File: src/rtl/rsq_pkg.sv
package rsq_pkg;
    localparam int unsigned RSQ_PORTS_DEF = 4;
    localparam int unsigned RSQ_DEPTH_DEF = 4;
    localparam int unsigned RSQ_TAG_W_DEF = 8;

    function automatic int unsigned rsq_idx_w(input int unsigned n);
        return (n > 1) ? $clog2(n) : 1;
    endfunction
endpackage

File: src/rtl/rsq_fifo.sv
module rsq_fifo #(
    parameter int unsigned DEPTH = 4,
    parameter int unsigned TAG_W = 8
) (
    input  logic             clk,
    input  logic             rst_n,
    input  logic             push,
    input  logic             pop,
    input  logic [TAG_W-1:0] din,
    output logic [TAG_W-1:0] dout,
    output logic             empty,
    output logic             full
);
    localparam int unsigned AW = rsq_pkg::rsq_idx_w(DEPTH);
    localparam int unsigned CW = $clog2(DEPTH + 1);

    typedef struct packed {
        logic [AW-1:0] wr;
        logic [AW-1:0] rd;
        logic [CW-1:0] cnt;
    } fifo_st_t;

    fifo_st_t st_d, st_q;
    logic [TAG_W-1:0] mem_q [DEPTH];

    function automatic logic [AW-1:0] bump(input logic [AW-1:0] p);
        return (p == AW'(DEPTH - 1)) ? '0 : p + 1'b1;
    endfunction

    assign dout  = mem_q[st_q.rd];
    assign empty = (st_q.cnt == '0);
    assign full  = (st_q.cnt == CW'(DEPTH));

    always_comb begin
        st_d = st_q;
        if (push) st_d.wr = bump(st_q.wr);
        if (pop)  st_d.rd = bump(st_q.rd);
        case ({push, pop})
            2'b10:   st_d.cnt = st_q.cnt + 1'b1;
            2'b01:   st_d.cnt = st_q.cnt - 1'b1;
            default: st_d.cnt = st_q.cnt;
        endcase
    end

    always_ff @(posedge clk) begin
        if (!rst_n) st_q <= '0;
        else        st_q <= st_d;
    end

    always_ff @(posedge clk) begin
        if (push) mem_q[st_q.wr] <= din;
    end

    // the control must never write into a full queue
    p_no_push_full_r9: assert property (@(posedge clk) disable iff (!rst_n)
        push |-> !full);
    // only a present cell may be released
    p_no_pop_empty_r3: assert property (@(posedge clk) disable iff (!rst_n)
        pop |-> !empty);
endmodule

File: src/rtl/rsq_depq.sv
module rsq_depq #(
    parameter int unsigned N = 4
) (
    input  logic                              clk,
    input  logic                              rst_n,
    input  logic                              pop,
    input  logic                              push_a,
    input  logic [rsq_pkg::rsq_idx_w(N)-1:0]  idx_a,
    input  logic                              push_b,
    input  logic [rsq_pkg::rsq_idx_w(N)-1:0]  idx_b,
    output logic [rsq_pkg::rsq_idx_w(N)-1:0]  head,
    output logic                              nonempty,
    output logic [$clog2(N+1)-1:0]            count
);
    localparam int unsigned IW = rsq_pkg::rsq_idx_w(N);
    localparam int unsigned CW = $clog2(N + 1);

    typedef struct packed {
        logic [N-1:0][IW-1:0] slot;
        logic [IW-1:0]        hd;
        logic [IW-1:0]        tl;
        logic [CW-1:0]        cnt;
    } ring_st_t;

    ring_st_t st_d, st_q;

    function automatic logic [IW-1:0] step(input logic [IW-1:0] p);
        return (p == IW'(N - 1)) ? '0 : p + 1'b1;
    endfunction

    assign head     = st_q.slot[st_q.hd];
    assign nonempty = (st_q.cnt != '0);
    assign count    = st_q.cnt;

    always_comb begin
        st_d = st_q;
        if (pop) begin
            st_d.hd  = step(st_q.hd);
            st_d.cnt = st_d.cnt - 1'b1;
        end
        if (push_a) begin
            st_d.slot[st_d.tl] = idx_a;
            st_d.tl  = step(st_d.tl);
            st_d.cnt = st_d.cnt + 1'b1;
        end
        if (push_b) begin
            st_d.slot[st_d.tl] = idx_b;
            st_d.tl  = step(st_d.tl);
            st_d.cnt = st_d.cnt + 1'b1;
        end
    end

    always_ff @(posedge clk) begin
        if (!rst_n) st_q <= '0;
        else        st_q <= st_d;
    end

    // the ring never holds more than one entry per source
    p_ring_cap_r5: assert property (@(posedge clk) disable iff (!rst_n)
        st_q.cnt <= CW'(N));
    // two appends in one slot always name different sources
    p_two_push_distinct_r10: assert property (@(posedge clk) disable iff (!rst_n)
        (push_a && push_b) |-> (idx_a != idx_b));
    // a pop needs a non-empty ring
    p_pop_nonempty_r6: assert property (@(posedge clk) disable iff (!rst_n)
        pop |-> nonempty);
endmodule

File: src/rtl/rsq_buffer.sv
module rsq_buffer #(
    parameter int unsigned N     = rsq_pkg::RSQ_PORTS_DEF,
    parameter int unsigned DEPTH = rsq_pkg::RSQ_DEPTH_DEF,
    parameter int unsigned TAG_W = rsq_pkg::RSQ_TAG_W_DEF
) (
    input  logic                             clk,
    input  logic                             rst_n,
    input  logic                             arr_valid,
    input  logic [rsq_pkg::rsq_idx_w(N)-1:0] arr_src,
    input  logic [rsq_pkg::rsq_idx_w(N)-1:0] arr_mid,
    input  logic [TAG_W-1:0]                 arr_tag,
    output logic                             dep_valid,
    output logic [rsq_pkg::rsq_idx_w(N)-1:0] dep_src,
    output logic [TAG_W-1:0]                 dep_tag,
    output logic                             ovf
);
    localparam int unsigned IW = rsq_pkg::rsq_idx_w(N);
    localparam int unsigned CW = $clog2(N + 1);

    typedef struct packed {
        logic [N-1:0][IW-1:0] ptr;
        logic [N-1:0]         inq;
        logic                 dv;
        logic [IW-1:0]        ds;
        logic [TAG_W-1:0]     dt;
        logic                 ovf;
    } ctl_st_t;

    ctl_st_t st_d, st_q;

    logic [N-1:0][N-1:0] f_push, f_pop, f_empty, f_full;
    logic [TAG_W-1:0]    f_dout [N][N];

    logic          dq_nonempty, dq_pop, dq_push_a, dq_push_b;
    logic [IW-1:0] dq_head;
    logic [CW-1:0] dq_count;

    logic          arr_ok;
    logic [IW-1:0] hp, hnx;

    for (genvar gi = 0; gi < N; gi++) begin : g_src
        for (genvar gj = 0; gj < N; gj++) begin : g_mid
            rsq_fifo #(.DEPTH(DEPTH), .TAG_W(TAG_W)) u_fifo (
                .clk   (clk),
                .rst_n (rst_n),
                .push  (f_push[gi][gj]),
                .pop   (f_pop[gi][gj]),
                .din   (arr_tag),
                .dout  (f_dout[gi][gj]),
                .empty (f_empty[gi][gj]),
                .full  (f_full[gi][gj])
            );
        end
    end

    rsq_depq #(.N(N)) u_ring (
        .clk      (clk),
        .rst_n    (rst_n),
        .pop      (dq_pop),
        .push_a   (dq_push_a),
        .idx_a    (dq_head),
        .push_b   (dq_push_b),
        .idx_b    (arr_src),
        .head     (dq_head),
        .nonempty (dq_nonempty),
        .count    (dq_count)
    );

    always_comb begin
        st_d      = st_q;
        f_push    = '0;
        f_pop     = '0;
        dq_push_a = 1'b0;
        dq_push_b = 1'b0;
        dq_pop    = dq_nonempty;

        arr_ok = arr_valid && !f_full[arr_src][arr_mid];
        hp     = st_q.ptr[dq_head];
        hnx    = (hp == IW'(N - 1)) ? '0 : hp + 1'b1;

        if (arr_ok) f_push[arr_src][arr_mid] = 1'b1;
        st_d.ovf = arr_valid && f_full[arr_src][arr_mid];

        st_d.dv = dq_nonempty;
        st_d.ds = dq_head;
        st_d.dt = f_dout[dq_head][hp];

        if (dq_nonempty) begin
            f_pop[dq_head][hp]   = 1'b1;
            st_d.ptr[dq_head]    = hnx;
            st_d.inq[dq_head]    = 1'b0;
            if (!f_empty[dq_head][hnx] ||
                (arr_ok && arr_src == dq_head && arr_mid == hnx)) begin
                dq_push_a         = 1'b1;
                st_d.inq[dq_head] = 1'b1;
            end
        end

        if (arr_ok && !(dq_nonempty && arr_src == dq_head) &&
            !st_q.inq[arr_src] && arr_mid == st_q.ptr[arr_src]) begin
            dq_push_b          = 1'b1;
            st_d.inq[arr_src]  = 1'b1;
        end
    end

    always_ff @(posedge clk) begin
        if (!rst_n) st_q <= '0;
        else        st_q <= st_d;
    end

    assign dep_valid = st_q.dv;
    assign dep_src   = st_q.ds;
    assign dep_tag   = st_q.dt;
    assign ovf       = st_q.ovf;

    // ring occupancy matches the membership flags, so no index is duplicated
    p_no_dup_r5: assert property (@(posedge clk) disable iff (!rst_n)
        32'(dq_count) == $countones(st_q.inq));
    // a departing source was a ring member in the slot it was served
    p_dep_from_ring_r6: assert property (@(posedge clk) disable iff (!rst_n)
        dep_valid |-> $past(st_q.inq[dq_head]));
    // serving a source moves its expected port
    p_ptr_moves_r4: assert property (@(posedge clk) disable iff (!rst_n)
        dep_valid |-> (st_q.ptr[dep_src] != $past(st_q.ptr[dq_head])));
    // an overflow pulse needs an arrival in the slot before
    p_ovf_cause_r9: assert property (@(posedge clk) disable iff (!rst_n)
        ovf |-> $past(arr_valid));
endmodule

File: config.mk
export PLATFORM = sky130hd
export DESIGN_NAME = rsq_buffer
export DESIGN_NICKNAME = d
export VERILOG_FILES = /design/src/rtl/rsq_pkg.sv /design/src/rtl/rsq_fifo.sv /design/src/rtl/rsq_depq.sv /design/src/rtl/rsq_buffer.sv
export SDC_FILE = /design/constraint.sdc
export NUM_CORES = 1
export LEC_CHECK = 0
export BUFFER_PORTS_ARGS = -buffer_cell sky130_fd_sc_hd__buf_4
export CAP_MARGIN = 15
export CORE_MARGIN = 2
export CORE_UTILIZATION = 30
export CTS_CLUSTER_SIZE = 16
export DETAILED_ROUTE_END_ITERATION = 8
export GPL_TIMING_DRIVEN = 0
export PLACE_DENSITY = 0.52
export SETUP_SLACK_MARGIN = 0.5
export SLEW_MARGIN = 20
export SYNTH_ARGS = -nofsm -noshare
export SYNTH_HDL_FRONTEND = slang
export SYNTH_HIERARCHICAL = 1
export SYNTH_SLANG_ARGS = --single-unit
File: constraint.sdc
create_clock -name clk -period 6.1 [get_ports clk]
set_clock_uncertainty 0.05 [all_clocks]
set_input_delay 1.22 -clock clk [delete_from_list [all_inputs] [get_ports clk]]
set_output_delay 1.22 -clock clk [all_outputs]
set_load 0.01 [all_outputs]
# [Yosys cells after proc, flatten, opt, wreduce, memory -nomap -nowiden]
# Memory sizes are Yosys's and may differ from the RTL's. A register that Yosys moved wholly into a read port is not among the register bits.
# Index checks and enable logic that the tools add are counted.
[classes] addsub=71 n_mul=0 n_div=0 magnitude_cmp=16 eq_ne=87 shift=0 mux=172 n_bitwise=6 reduce_logical=52
[op_table] cell="$mux W2" n=74
[op_table] cell="$eq A2 B2 Y1 const B" n=52
[op_table] cell="$pmux W3 S2" n=16
[op_table] cell="$add A2 B1 Y2 const B" n=36
[op_table] cell="$bmux W32 S2" n=1
[op_table] cell="$mux W32" n=2
[op_table] cell="$add A3 B1 Y3 const B" n=18
[op_table] cell="$sub A3 B1 Y3 const B" n=17
[op_table] cell="$eq A3 B3 Y1 const B" n=16
[op_table] cell="$logic_not A3 Y1" n=16
[op_table] cell="$mux W1" n=42
[op_table] cell="$eq A2 B1 Y1 const B" n=16
[op_table] cell="$mux W16" n=2
[op_table] cell="$mux W8" n=4
[op_table] cell="$reduce_bool A2 Y1" n=16
[op_table] cell="$mux W4" n=7
[op_table] cell="$bwmux W8" n=3
[op_table] cell="$lt A2 B3 Y1 const B" n=8
[op_table] cell="$bmux W4 S2" n=2
[op_table] cell="$bmux W8 S2" n=1
[op_table] cell="$demux W4 S2" n=2
[op_table] cell="$logic_and A1 B1 Y1" n=14
[op_table] cell="$bmux W2 S2" n=3
[op_table] cell="$demux W2 S2" n=3
[op_table] cell="14 further kinds" n=33
[word_totals] ff_bits=151 latchBits=0 mem_bits_rw=512 romBits=0 in_bits=15 out_inout_bits=12 elab_cells=484 mem_count=16
[memory_table] name="g_src[0].g_mid[0].u_fifo.mem_q" depth=4 word_bits=8 rd=1 rd_ports_with_merged_regs=1 write_ports=1 line_no="rsq_fifo.sv:24" text="logic [TAG_W-1:0] mem_q [DEPTH];"
[memory_table] name="g_src[0].g_mid[1].u_fifo.mem_q" depth=4 word_bits=8 rd=1 rd_ports_with_merged_regs=1 write_ports=1 line_no="rsq_fifo.sv:24"
[memory_table] name="g_src[0].g_mid[2].u_fifo.mem_q" depth=4 word_bits=8 rd=1 rd_ports_with_merged_regs=1 write_ports=1 line_no="rsq_fifo.sv:24"
[memory_table] name="g_src[0].g_mid[3].u_fifo.mem_q" depth=4 word_bits=8 rd=1 rd_ports_with_merged_regs=1 write_ports=1 line_no="rsq_fifo.sv:24"
[memory_table] name="g_src[1].g_mid[0].u_fifo.mem_q" depth=4 word_bits=8 rd=1 rd_ports_with_merged_regs=1 write_ports=1 line_no="rsq_fifo.sv:24"
[memory_table] name="g_src[1].g_mid[1].u_fifo.mem_q" depth=4 word_bits=8 rd=1 rd_ports_with_merged_regs=1 write_ports=1 line_no="rsq_fifo.sv:24"
[memory_table] name="10 more memories"

# [Depth between registers and ports, before layout]
# Gate-level depths: netlist of run 1.
[depth] word_depth=19 mapped_depth=22 mapped_depth_nobuf=16

# [By module]
# The synthesis of run 1 kept the hierarchy.
[by_module_without_submodules] mod="rsq_fifo" instances=16 cells_each=89 area_per_inst_um2=1621.6 seq_area_each_um2=1141.1
[by_module_without_submodules] mod="rsq_buffer" instances=1 cells_each=270 area_per_inst_um2=2783.9 seq_area_each_um2=480.5
[by_module_without_submodules] mod="rsq_depq" instances=1 cells_each=115 area_per_inst_um2=1063.5 seq_area_each_um2=300.3

# [Worst setup path after synthesis of run 1]
# OpenSTA, ideal clock, no wires.
[synth_timing] path_kind="register -> register" startpoint="reg u_ring/st_q[6] (netlist bit)" endpoint="reg u_ring.st_q, in the netlist u_ring/count[2]" setup_ns=0.115 arrival_time_ns=4.181 t_required_ns=5.935 slack_ns=1.754 path_stages_with_launch=23 n_path_buf=6 synth_period_minus_slack_ns=4.346 path_cell_list="dfxtp_1 > mux4_2 > buf_4 > mux4_2 > buf_2 > buf_2 > inv_1 > ha_1 > clkbuf_1 > xnor2_1 > nand3_1 > nor2_1 > a21oi_1 > nor2b_1 > buf_6 > buf_6 > nand2_1 > o31ai_2 > ha_1 > nand2_1 > xor2_1 > xnor2_1 > and2_1"
[synth_between] elab_chain_len=15 word_cells_on_any_way=28 cone_classes="2 x add/sub; 3 x eq/ne; 14 x mux; 9 x reduce/logical"
[synth_rtl] item="start, declared" line_no="rsq_depq.sv:25" text="ring_st_t st_d, st_q;"
[synth_rtl] item="start signal, assigned" line_no="rsq_depq.sv:55" text="else st_q <= st_d;"
[synth_rtl] item="$bmux W2 S2 *" line_no="rsq_depq.sv:31" text="assign head = st_q.slot[st_q.hd];"
[synth_rtl] item="$mux W2 (implied by the code) *" line_no="rsq_depq.sv:31"
[synth_rtl] item="net dq_head[0]" line_no="rsq_buffer.sv:35" text="logic [IW-1:0] dq_head;"
[synth_rtl] item="$bmux W2 S2 *" line_no="rsq_buffer.sv:78" text="hp = st_q.ptr[dq_head];"
[synth_rtl] item="$mux W2 (implied by the code) *" line_no="rsq_buffer.sv:78"
[synth_rtl] item="$add A2 B1 Y2 / $eq A2 B2 Y1 (equally long branches)" line_no="rsq_buffer.sv:79" text="hnx = (hp == IW'(N - 1)) ? '0 : hp + 1'b1;"
[synth_rtl] item="$mux W2 *" line_no="rsq_buffer.sv:79"
[synth_rtl] item="net hnx[1]" line_no="rsq_buffer.sv:39" text="logic [IW-1:0] hp, hnx;"
[synth_rtl] item="[2 not listed]"
[synth_rtl] item="$logic_not A1 Y1" line_no="rsq_buffer.sv:92" text="if (!f_empty[dq_head][hnx] ||"
[synth_rtl] item="$logic_or A1 B1 Y1 *" line_no="rsq_buffer.sv:92"
[synth_rtl] item="$mux W1 *" line_no="rsq_buffer.sv:92"
[synth_rtl] item="$mux W1 *" line_no="rsq_buffer.sv:88" text="if (dq_nonempty) begin"
[synth_rtl] item="net dq_push_a" line_no="rsq_buffer.sv:34" text="logic dq_nonempty, dq_pop, dq_push_a, dq_push_b;"
[synth_rtl] item="$mux W5 *" line_no="rsq_depq.sv:41" text="if (push_a) begin"
[synth_rtl] item="$add A3 B1 Y3" line_no="rsq_depq.sv:49" text="st_d.cnt = st_d.cnt + 1'b1;"
[synth_rtl] item="$mux W5 *" line_no="rsq_depq.sv:46" text="if (push_b) begin"
# The timed path passes the listed nets; every way through them passes the cells marked *. The select of a mux whose other input is x is not followed.
# A chain may end at the register's enable or synchronous reset.

# [Final worst setup path of run 1]
# Same ends and word-level chain as after synthesis.

==> impl_metrics.tcl, run 1 <==
set metrics [dict create \
    outcome "finished clean" \
    antenna_left 0 \
    clkTransAtPathRegs_ns 0.06 \
    insertion_delay_ns 0.62 \
    cts_buffers 74 \
    grt.overflow.total 0 \
    antenna_found_initial 6 \
    grt_max_degree 121 \
    netlist_instances 1806 \
    placed_cells 3117 \
    final_nets 2048 \
    dieArea_um2 102000 \
    cts_buffer_depth 3 \
    vias_per_cell 4.69 \
    start_util_pct 30.2 \
    htreeDepth 3 \
    maxCapViolations 0 \
    fill_cells 9423 \
    worstReg2RegEnd "u_ring/count[2]" \
    drv_slew 0 \
    layout_commonest_cell "edfxtp_1" \
    portBuffers 24 \
    grt_pass1_vias 15900 \
    dr_total_vias 15300 \
    worst_pin_slew_ns 1.12 \
    dieHeight_um 319 \
    critical_path.max_fanout 11 \
    start_kind "flip-flop" \
    dr.pass1.iters 5 \
    cts_setup_buffers 0 \
    critical_path_class "flip-flop to flip-flop" \
    critPathArrivalTime_ns 5.65 \
    grt_pass1_wl_um 98900 \
    num_rows 115 \
    num_io_pins 27 \
    avgRoutedWirePerCell_um 20.3 \
    place.detailed.hpwl_um 44000 \
    whs_endpoint "st_q[13]" \
    cts.sinks 695 \
    min_period_ns 5.21 \
    drive_above_1_share_pct 19.1 \
    hold_path.class "flip-flop to flip-flop" \
    leakagePower_nw 11.1 \
    synth_area_per_cell_um2 16.5 \
    rr_worst_depth 21 \
    r2r_start "u_ring/st_q[6]" \
    cts_resized 0 \
    ir_worst_vdd_v 0.000251 \
    drc_errors 0 \
    hold_path.startpoint "st_q[13]" \
    layout_common_cells "edfxtp_1, dfxtp_1, mux4_2, and2_1, ha_1" \
    p_total_mw 11.3 \
    cts_tree "built" \
    r2r_slack_ns 0.89 \
    core_region_area_um2 98400 \
    period_share_pct 85.3 \
    grtUsageTotal_pct 13.0 \
    setup_viol 0 \
    hold_depth 2 \
    fin_cells 3255 \
    cts_root_buffer "clkbuf_16" \
    synth_area_um2 29800 \
    drt-total-wl_um 66000 \
    drt_iter0_drc 930 \
    slew-limit-headroom_pct 25.1 \
    worst_ep_required_time_ns 6.54 \
    rsz0062_at_grt "no" \
    syn_to_final_growth_pct 13.9 \
    setup_total_negative_slack_ns 0 \
    yosys_warnings 6 \
    synthesis.nets 1948 \
    gp_congestion 0.774 \
    die_w_um 319 \
    cts_hold_buffers 0 \
    power_density_nw_per_um2 334 \
    fmax_ghz 0.192 \
    pre_cts_ws_ns 0.917 \
    layout_setup_ws_ns 0.894 \
    end_kind "flip-flop" \
    hold_viol 0 \
]
-- critical path: stages, from the launching register on --
cell and delay, ns:
dfxtp_1 0.40, mux4_2 0.64, buf_4 0.25, mux4_2 0.35, buf_2 0.29, buf_2 0.39, inv_1 0.16, ha_1 0.30
clkbuf_1 0.35, xnor2_1 0.13, nand3_1 0.10, nor2_1 0.06, a21oi_1 0.25, nor2b_1 0.09, buf_6 0.15, buf_6 0.14
o31ai_2 0.30, ha_1 0.20, nand2_1 0.06, xor2_1 0.15, xnor2_1 0.12, and2_1 0.15
-- report_power, final --
group          internal (mW)  switching [mW]
combinational          0.766           0.966
sequential              5.19          0.0907
clock                   2.49            1.81
total                   8.45            2.87
-- sequential cells by signal, indices dropped and copies added, names as in the netlist, named ones only --
signal / count
g_src.g_mid.u_fifo/st_q: 112
ovf: 1
g_src.g_mid.u_fifo/mem_q: 512
dep_src: 2
u_ring/count: 3
u_ring/st_q: 12
dep_tag: 8
dep_valid: 1
st_q: 12
-- per-layer routing --
metal,wire [um],share of wire [%],track usage (%)
met1,29700,45,17.3
met2,32000,49,21.7
met3,2560,3.9,1.85
met4,1640,2.5,4.07
met5,0,0,0
-- metrics by stage --
stage               area, um^2  hold WS [ns]  utilization [%]
floorplan                29800         0.398                -
global placement         31600         0.418             32.1
detailed placement       31600         0.430             32.1
CTS                      33900         0.440             34.4
global route             33900         0.455             34.5
finish                   33900         0.446             34.5
-- area by class of cell --
cell class | count | area (um^2) | share of cell area (%)
Timing Repair Buffer | 24 | 184 | 0.542
Multi-Input combinational cell | 933 | 9860 | 29.1
Antenna cell | 2 | 5.00 | 0.0148
Inverter | 105 | 394 | 1.16
Sequential cell | 695 | 19000 | 56.1
Buffer | 73 | 499 | 1.47
Tap cell | 1287 | 1610 | 4.75
Clock buffer | 97 | 2000 | 5.90
Clock inverter | 39 | 323 | 0.952
-- worst max path at each step --
stage                        start              end
floorplan           u_ring/st_q[6]  u_ring/count[2]
global placement    u_ring/st_q[6]  u_ring/count[2]
detailed placement  u_ring/st_q[6]  u_ring/count[2]
CTS                 u_ring/st_q[6]  u_ring/count[2]
global route        u_ring/st_q[6]  u_ring/count[2]
finish              u_ring/st_q[6]  u_ring/count[2]
Power figures use the tool's default switching activity.
==> run 2, diff against run 1 <==
clock period = 4.9 ns   (was 6.1 ns; I/O delays follow)
==> run 2 against run 1 <==
Net effect:
- die area did not move
- final cell count grew 0.43%
- total power increased by 26%
- core utilization rose by 0.22 points
- combinational power is 35% higher
- clock power is 24% higher
- sequential share of layout area down 0.34 points
- count of clock-buffer cells in the layout did not move
==> impl_metrics.tcl, run 2 (synthesis gave the netlist of run 1 again) <==
set metrics [dict create \
    critical_path.max_fanout 11 \
    path_cells "mux4_2 > buf_12 > mux4_2 > buf_8 > buf_8 > inv_2 > ha_1 > buf_6 > xnor2_1 > nand3_1 > nor2_2 > a21oi_2 > nor2b_1 > buf_6 > buf_8 > o31ai_4 > ha_2 > nand2_1 > xor2_1 > xnor2_1 > and2_1" \
    critPathArrivalTime_ns 4.70 \
    drv_slew 0 \
    gp_congestion 0.774 \
    insertion_delay_ns 0.62 \
    start_kind "flip-flop" \
    drt_iter0_drc 937 \
    rsz0062_at_grt "yes" \
    cp_slowest_cell "mux4_2" \
    num_rows 115 \
    hold_path.class "flip-flop to flip-flop" \
    num_io_pins 27 \
    maxCapViolations 0 \
    top_register "g_src.g_mid.u_fifo/mem_q" \
    final_nets 2063 \
    cts.sinks 695 \
    vias_per_cell 4.68 \
    dieHeight_um 319 \
    antenna_left 0 \
    crit_top_cell "buf_8" \
    grt_pass1_wl_um 99200 \
    fin_cells 3269 \
    drc_errors 0 \
    drive_above_1_share_pct 20.3 \
    period_share_pct 86.8 \
    worst_ep_required_time_ns 5.34 \
    grtUsageTotal_pct 13.0 \
    worst_pin_slew_ns 0.912 \
    drt-total-wl_um 66400 \
    antenna_found_initial 6 \
    leakagePower_nw 11.2 \
    placed_cells 3117 \
    hold_viol 0 \
    fmax_ghz 0.235 \
    cts_tree "built" \
    layout_setup_ws_ns 0.645 \
    whs_ns 0.443 \
    cts_buffers 74 \
    utilization_pct 34.7 \
    slew-limit-headroom_pct 39.2 \
    min_period_ns 4.26 \
    cts_buffer_depth 3 \
    dr_total_vias 15300 \
    start_util_pct 30.2 \
    layout_common_cells "edfxtp_1, dfxtp_1, mux4_2, and2_1, ha_1" \
    setup_viol 0 \
    portBuffers 24 \
    dieArea_um2 102000 \
    grt_pass1_vias 16000 \
    syn_to_final_growth_pct 14.7 \
    core_region_area_um2 98400 \
    layout_commonest_cell "edfxtp_1" \
    reg_top3 "g_src.g_mid.u_fifo/mem_q: 512 flops, g_src.g_mid.u_fifo/st_q: 112 flops" \
    outcome "finished clean" \
    critical-path-max-stage-delay_ns 0.59 \
    die_w_um 319 \
    grt.overflow.total 0 \
    avgRoutedWirePerCell_um 20.3 \
    setup_total_negative_slack_ns 0 \
    power_density_nw_per_um2 418 \
    end_kind "flip-flop" \
    largest_reg_flops 512 \
    place.detailed.hpwl_um 44000 \
    critical_path_class "flip-flop to flip-flop" \
    grt_max_degree 121 \
    cts_root_buffer "clkbuf_16" \
    cts_hold_buffers 0 \
    ir_worst_vdd_v 0.000313 \
    pre_cts_ws_ns -0.283 \
    clkTransAtPathRegs_ns 0.06 \
    dr.pass1.iters 5 \
    htreeDepth 3 \
]
[run 2: cell types whose count changed in the layout (fill, tap and decap cells not counted), sizes merged]
cell,previous run,this run
buf,69,84
clkinv,30,29
diode,2,1
inv,109,110
[run 2: report_power, final]
part	total (mW)	internal [mW]	switching, mW	leakage [nW]
combinational	2.34	1.08	1.26	3.97
sequential	6.58	6.46	0.114	6.09
clock	5.36	3.11	2.25	1.14
total	14.3	10.7	3.63	11.2
[run 2: worst paths after layout]
path | startpoint | end | slack (ns) | depth (start not counted)
hold / removal | st_q[23] | st_q[23] | 0.44 | 2
hold reg to reg | st_q[23] | st_q[23] | 0.44 | 2
setup / recovery | u_ring/st_q[6] | u_ring/count[2] | 0.64 | 21
setup reg to reg | u_ring/st_q[6] | u_ring/count[2] | 0.64 | 21
[run 2: timing repair]
item / CTS / global route
pin swaps: 1 / 2
setup buffers: 7 / 8
endpoints found under the setup margin: 18 / 11
gates resized for setup: 17 / 15
[run 2: metal layers]
layer / global-route usage [%] / share of wire, % / routed length [um] / vias to the layer above
met5: 0 / 0 / 0 / -
met4: 4.16 / 2.5 / 1640 / 0
met3: 1.71 / 3.4 / 2250 / 89
met2: 21.7 / 48 / 32200 / 274
met1: 17.5 / 46 / 30300 / 7911
li1: - / - / - / 7029
[run 2: through the flow]
step	power [mW]	area, um^2
CTS	14.4	34000
global placement	8.81	31600
global route	14.9	34100
finish	14.3	34100
floorplan	8.13	29800
detailed placement	8.86	31600
[run 2: layout make-up]
type / instances / area, um^2
clock buffer: 97 / 2000
fill: 9416 / 64300
clock inverter: 39 / 323
inverter: 105 / 397
sequential: 695 / 19000
multi-input combinational: 933 / 9910
buffer: 73 / 547
antenna: 1 / 2.50
tap: 1287 / 1610
timing repair buffer: 39 / 300
[run 2: critical path: cells and delay by family, from the launching register on]
kind / cells / cell delay (ns)
buffers and inverters: 7 / 0.96
and+or+nand+nor: 5 / 0.44
AOI/OAI and AO/OA: 2 / 0.42
muxes: 2 / 1.03
xor gates and xnor gates: 3 / 0.39
DFF: 1 / 0.37
adders and majority gates: 2 / 0.45
==> run 3, diff against run 2 <==
CORE_UTILIZATION = 63   (was 30)
PLACE_DENSITY = 0.87   (was 0.52)
==> run 3 against run 2 <==
Net effect:
- flip-flop and latch count is the same
- worst hold slack gained 0.011 ns
- non-clock buffer count grew 1
- count of clock-buffer cells in the layout is the same
- clock power grew 6.5%
- largest cell class unchanged
- highest routed layer unchanged
==> impl_metrics.tcl, run 3 (synthesis gave the netlist of run 1 again) <==
set metrics [dict create \
    outcome "finished clean" \
    drive_above_1_share_pct 20.7 \
    critPathArrivalTime_ns 4.82 \
    gp_congestion 0.830 \
    combPwrFrac_pct 16.0 \
    place.detailed.hpwl_um 39900 \
    r2r_slack_ns 0.53 \
    grt_pass1_vias 16700 \
    drt_iter0_drc 1774 \
    insertion_delay_ns 0.62 \
    antenna_left 0 \
    top_register "g_src.g_mid.u_fifo/mem_q" \
    dieHeight_um 221 \
    whs_ns 0.454 \
    worst_ep_required_time_ns 5.35 \
    num_io_pins 27 \
    intPower_mw 11.0 \
    whs_endpoint "st_q[21]" \
    vias_per_cell 6.29 \
    critical_path.max_fanout 11 \
    drv_slew 0 \
    power_frac_seq_pct 44.9 \
    dr_total_vias 16200 \
    clkTransAtPathRegs_ns 0.06 \
    worstReg2RegEnd "u_ring/count[2]" \
    layout_commonest_cell "edfxtp_1" \
    n_antenna_cell 0 \
    core_region_area_um2 46600 \
    hold_viol 0 \
    setup_viol 0 \
    swShare_pct 24.6 \
    start_util_pct 63.9 \
    drc_errors 0 \
    cts_hold_buffers 0 \
    min_period_ns 4.37 \
    grt.overflow.total 0 \
    slew-limit-headroom_pct 31.5 \
    multi_input_area_um2 9910 \
    rr_worst_depth 22 \
    ir_worst_vdd_v 0.000324 \
    placed_cells 2437 \
    end_kind "flip-flop" \
    leakagePower_nw 11.3 \
    hold_path.class "flip-flop to flip-flop" \
    htreeDepth 3 \
    syn_to_final_growth_pct 12.4 \
    fmax_ghz 0.229 \
    portBuffers 24 \
    power.switching_mw 3.59 \
    critical_path_class "flip-flop to flip-flop" \
    fill_cells 2725 \
    cts.sinks 695 \
    cts_root_buffer "clkbuf_16" \
    num_rows 79 \
    critPathTopFamily "multiplexers" \
    reg_top3 "g_src.g_mid.u_fifo/mem_q: 512 flops, g_src.g_mid.u_fifo/st_q: 112 flops" \
    maxCapViolations 0 \
    largest_reg_flops 512 \
    path_cells "mux4_2 > buf_12 > mux4_2 > buf_12 > buf_8 > inv_1 > ha_1 > buf_4 > xnor2_2 > nand3_2 > nor2_4 > a21oi_2 > nor2b_2 > buf_6 > buf_8 > nand2_1 > o31ai_4 > ha_2 > nand2_1 > xor2_1 > xnor2_1 > and2_1" \
    r2r_start "u_ring/st_q[6]" \
    cts_buffer_depth 3 \
    hold_depth 2 \
    period_share_pct 89.1 \
    clkPwrFrac_pct 39.1 \
    die_w_um 221 \
    worst_pin_slew_ns 1.02 \
    power_density_nw_per_um2 437 \
    fin_cells 2582 \
    avgRoutedWirePerCell_um 25.3 \
    layout_common_cells "edfxtp_1, dfxtp_1, mux4_2, and2_1, ha_1" \
    cts_buffers 70 \
    crit_buf_inv 7 \
    grt_max_degree 121 \
    regArea_um2 19000 \
    cp_slowest_cell "mux4_2" \
    hold_path.startpoint "st_q[21]" \
    drt-total-wl_um 65300 \
    final_nets 2060 \
    dr.pass1.iters 6 \
    rsz0062_at_grt "yes" \
    cts_tree "built" \
    grt_pass1_wl_um 98900 \
    start_kind "flip-flop" \
    grtUsageTotal_pct 27.0 \
    antenna_found_initial 2 \
    dieArea_um2 49000 \
    critical-path-max-stage-delay_ns 0.57 \
]
## run 3: worst reg2reg max path, cell delays in order (launching register included)
cell and delay (ns):
dfxtp_4 0.37, mux4_2 0.57, buf_12 0.17, mux4_2 0.45, buf_12 0.15, buf_8 0.15
inv_1 0.09, ha_1 0.25, buf_4 0.18, xnor2_2 0.18, nand3_2 0.12, nor2_4 0.13
a21oi_2 0.08, nor2b_2 0.15, buf_6 0.14, buf_8 0.14, nand2_1 0.10, o31ai_4 0.08
ha_2 0.22, nand2_1 0.05, xor2_1 0.15, xnor2_1 0.12, and2_1 0.15
## run 3: metal layers
layer,up-vias,wire (um),track usage [%]
met5,-,0,0
met4,0,1990,10.1
met3,146,4680,4.08
met2,740,34000,46.4
met1,8338,24600,35.0
li1,7007,-,-
## run 3: through the flow
stage / TNS, ns / setup WS (ns) / utilization, % / power, mW / instance area (um^2)
floorplan: 0 / 0.554 / - / 8.13 / 29800
global placement: -0.0493 / -0.0493 / 66.0 / 8.70 / 30700
global route: 0 / 0.398 / 71.9 / 15.1 / 33500
detailed placement: -0.367 / -0.162 / 66.0 / 8.79 / 30700
finish: 0 / 0.533 / 71.9 / 14.6 / 33500
CTS: 0 / 0.530 / 71.4 / 14.5 / 33200
## run 3: worst max-delay path by stage
stage               cells after the start               to           start  slack [ns]
finish                                 22  u_ring/count[2]  u_ring/st_q[6]        0.53
global route                           22  u_ring/count[2]  u_ring/st_q[6]        0.40
CTS                                    21  u_ring/count[2]  u_ring/st_q[6]        0.53
detailed placement                     22  u_ring/count[2]  u_ring/st_q[6]       -0.16
global placement                       22  u_ring/count[2]  u_ring/st_q[6]       -0.05
floorplan                              22  u_ring/count[2]  u_ring/st_q[6]        0.55
## run 3: power groups by stage
stage / clock network [mW] / logic, mW / registers (mW)
2_1_floorplan: 0 / 1.47 / 6.66
3_3_place_gp: 0 / 2.03 / 6.67
3_5_place_dp: 0 / 2.11 / 6.68
4_1_cts: 5.78 / 2.16 / 6.56
5_1_grt: 6.00 / 2.49 / 6.58
6_report: 5.71 / 2.33 / 6.57
## run 3: layout make-up
cell class	count	share of cell area (%)
multi-input cells	933	29.6
clock inverters	32	1.35
repair buffers	40	0.954
inverters	105	1.19
well taps	607	2.27
flip-flops and latches	695	56.9
plain buffers	73	1.63
clock buffers	97	6.06
## run 3: timing repair
| action | in CTS | in global routing |
|---|---|---|
| cloned | 0 | 2 |
| setup endpoints to repair | 16 | 14 |
| pin swaps | 1 | 2 |
| hold endpoints to repair | 0 | 0 |
| resized for setup | 12 | 19 |
| buffers inserted | 3 | 11 |
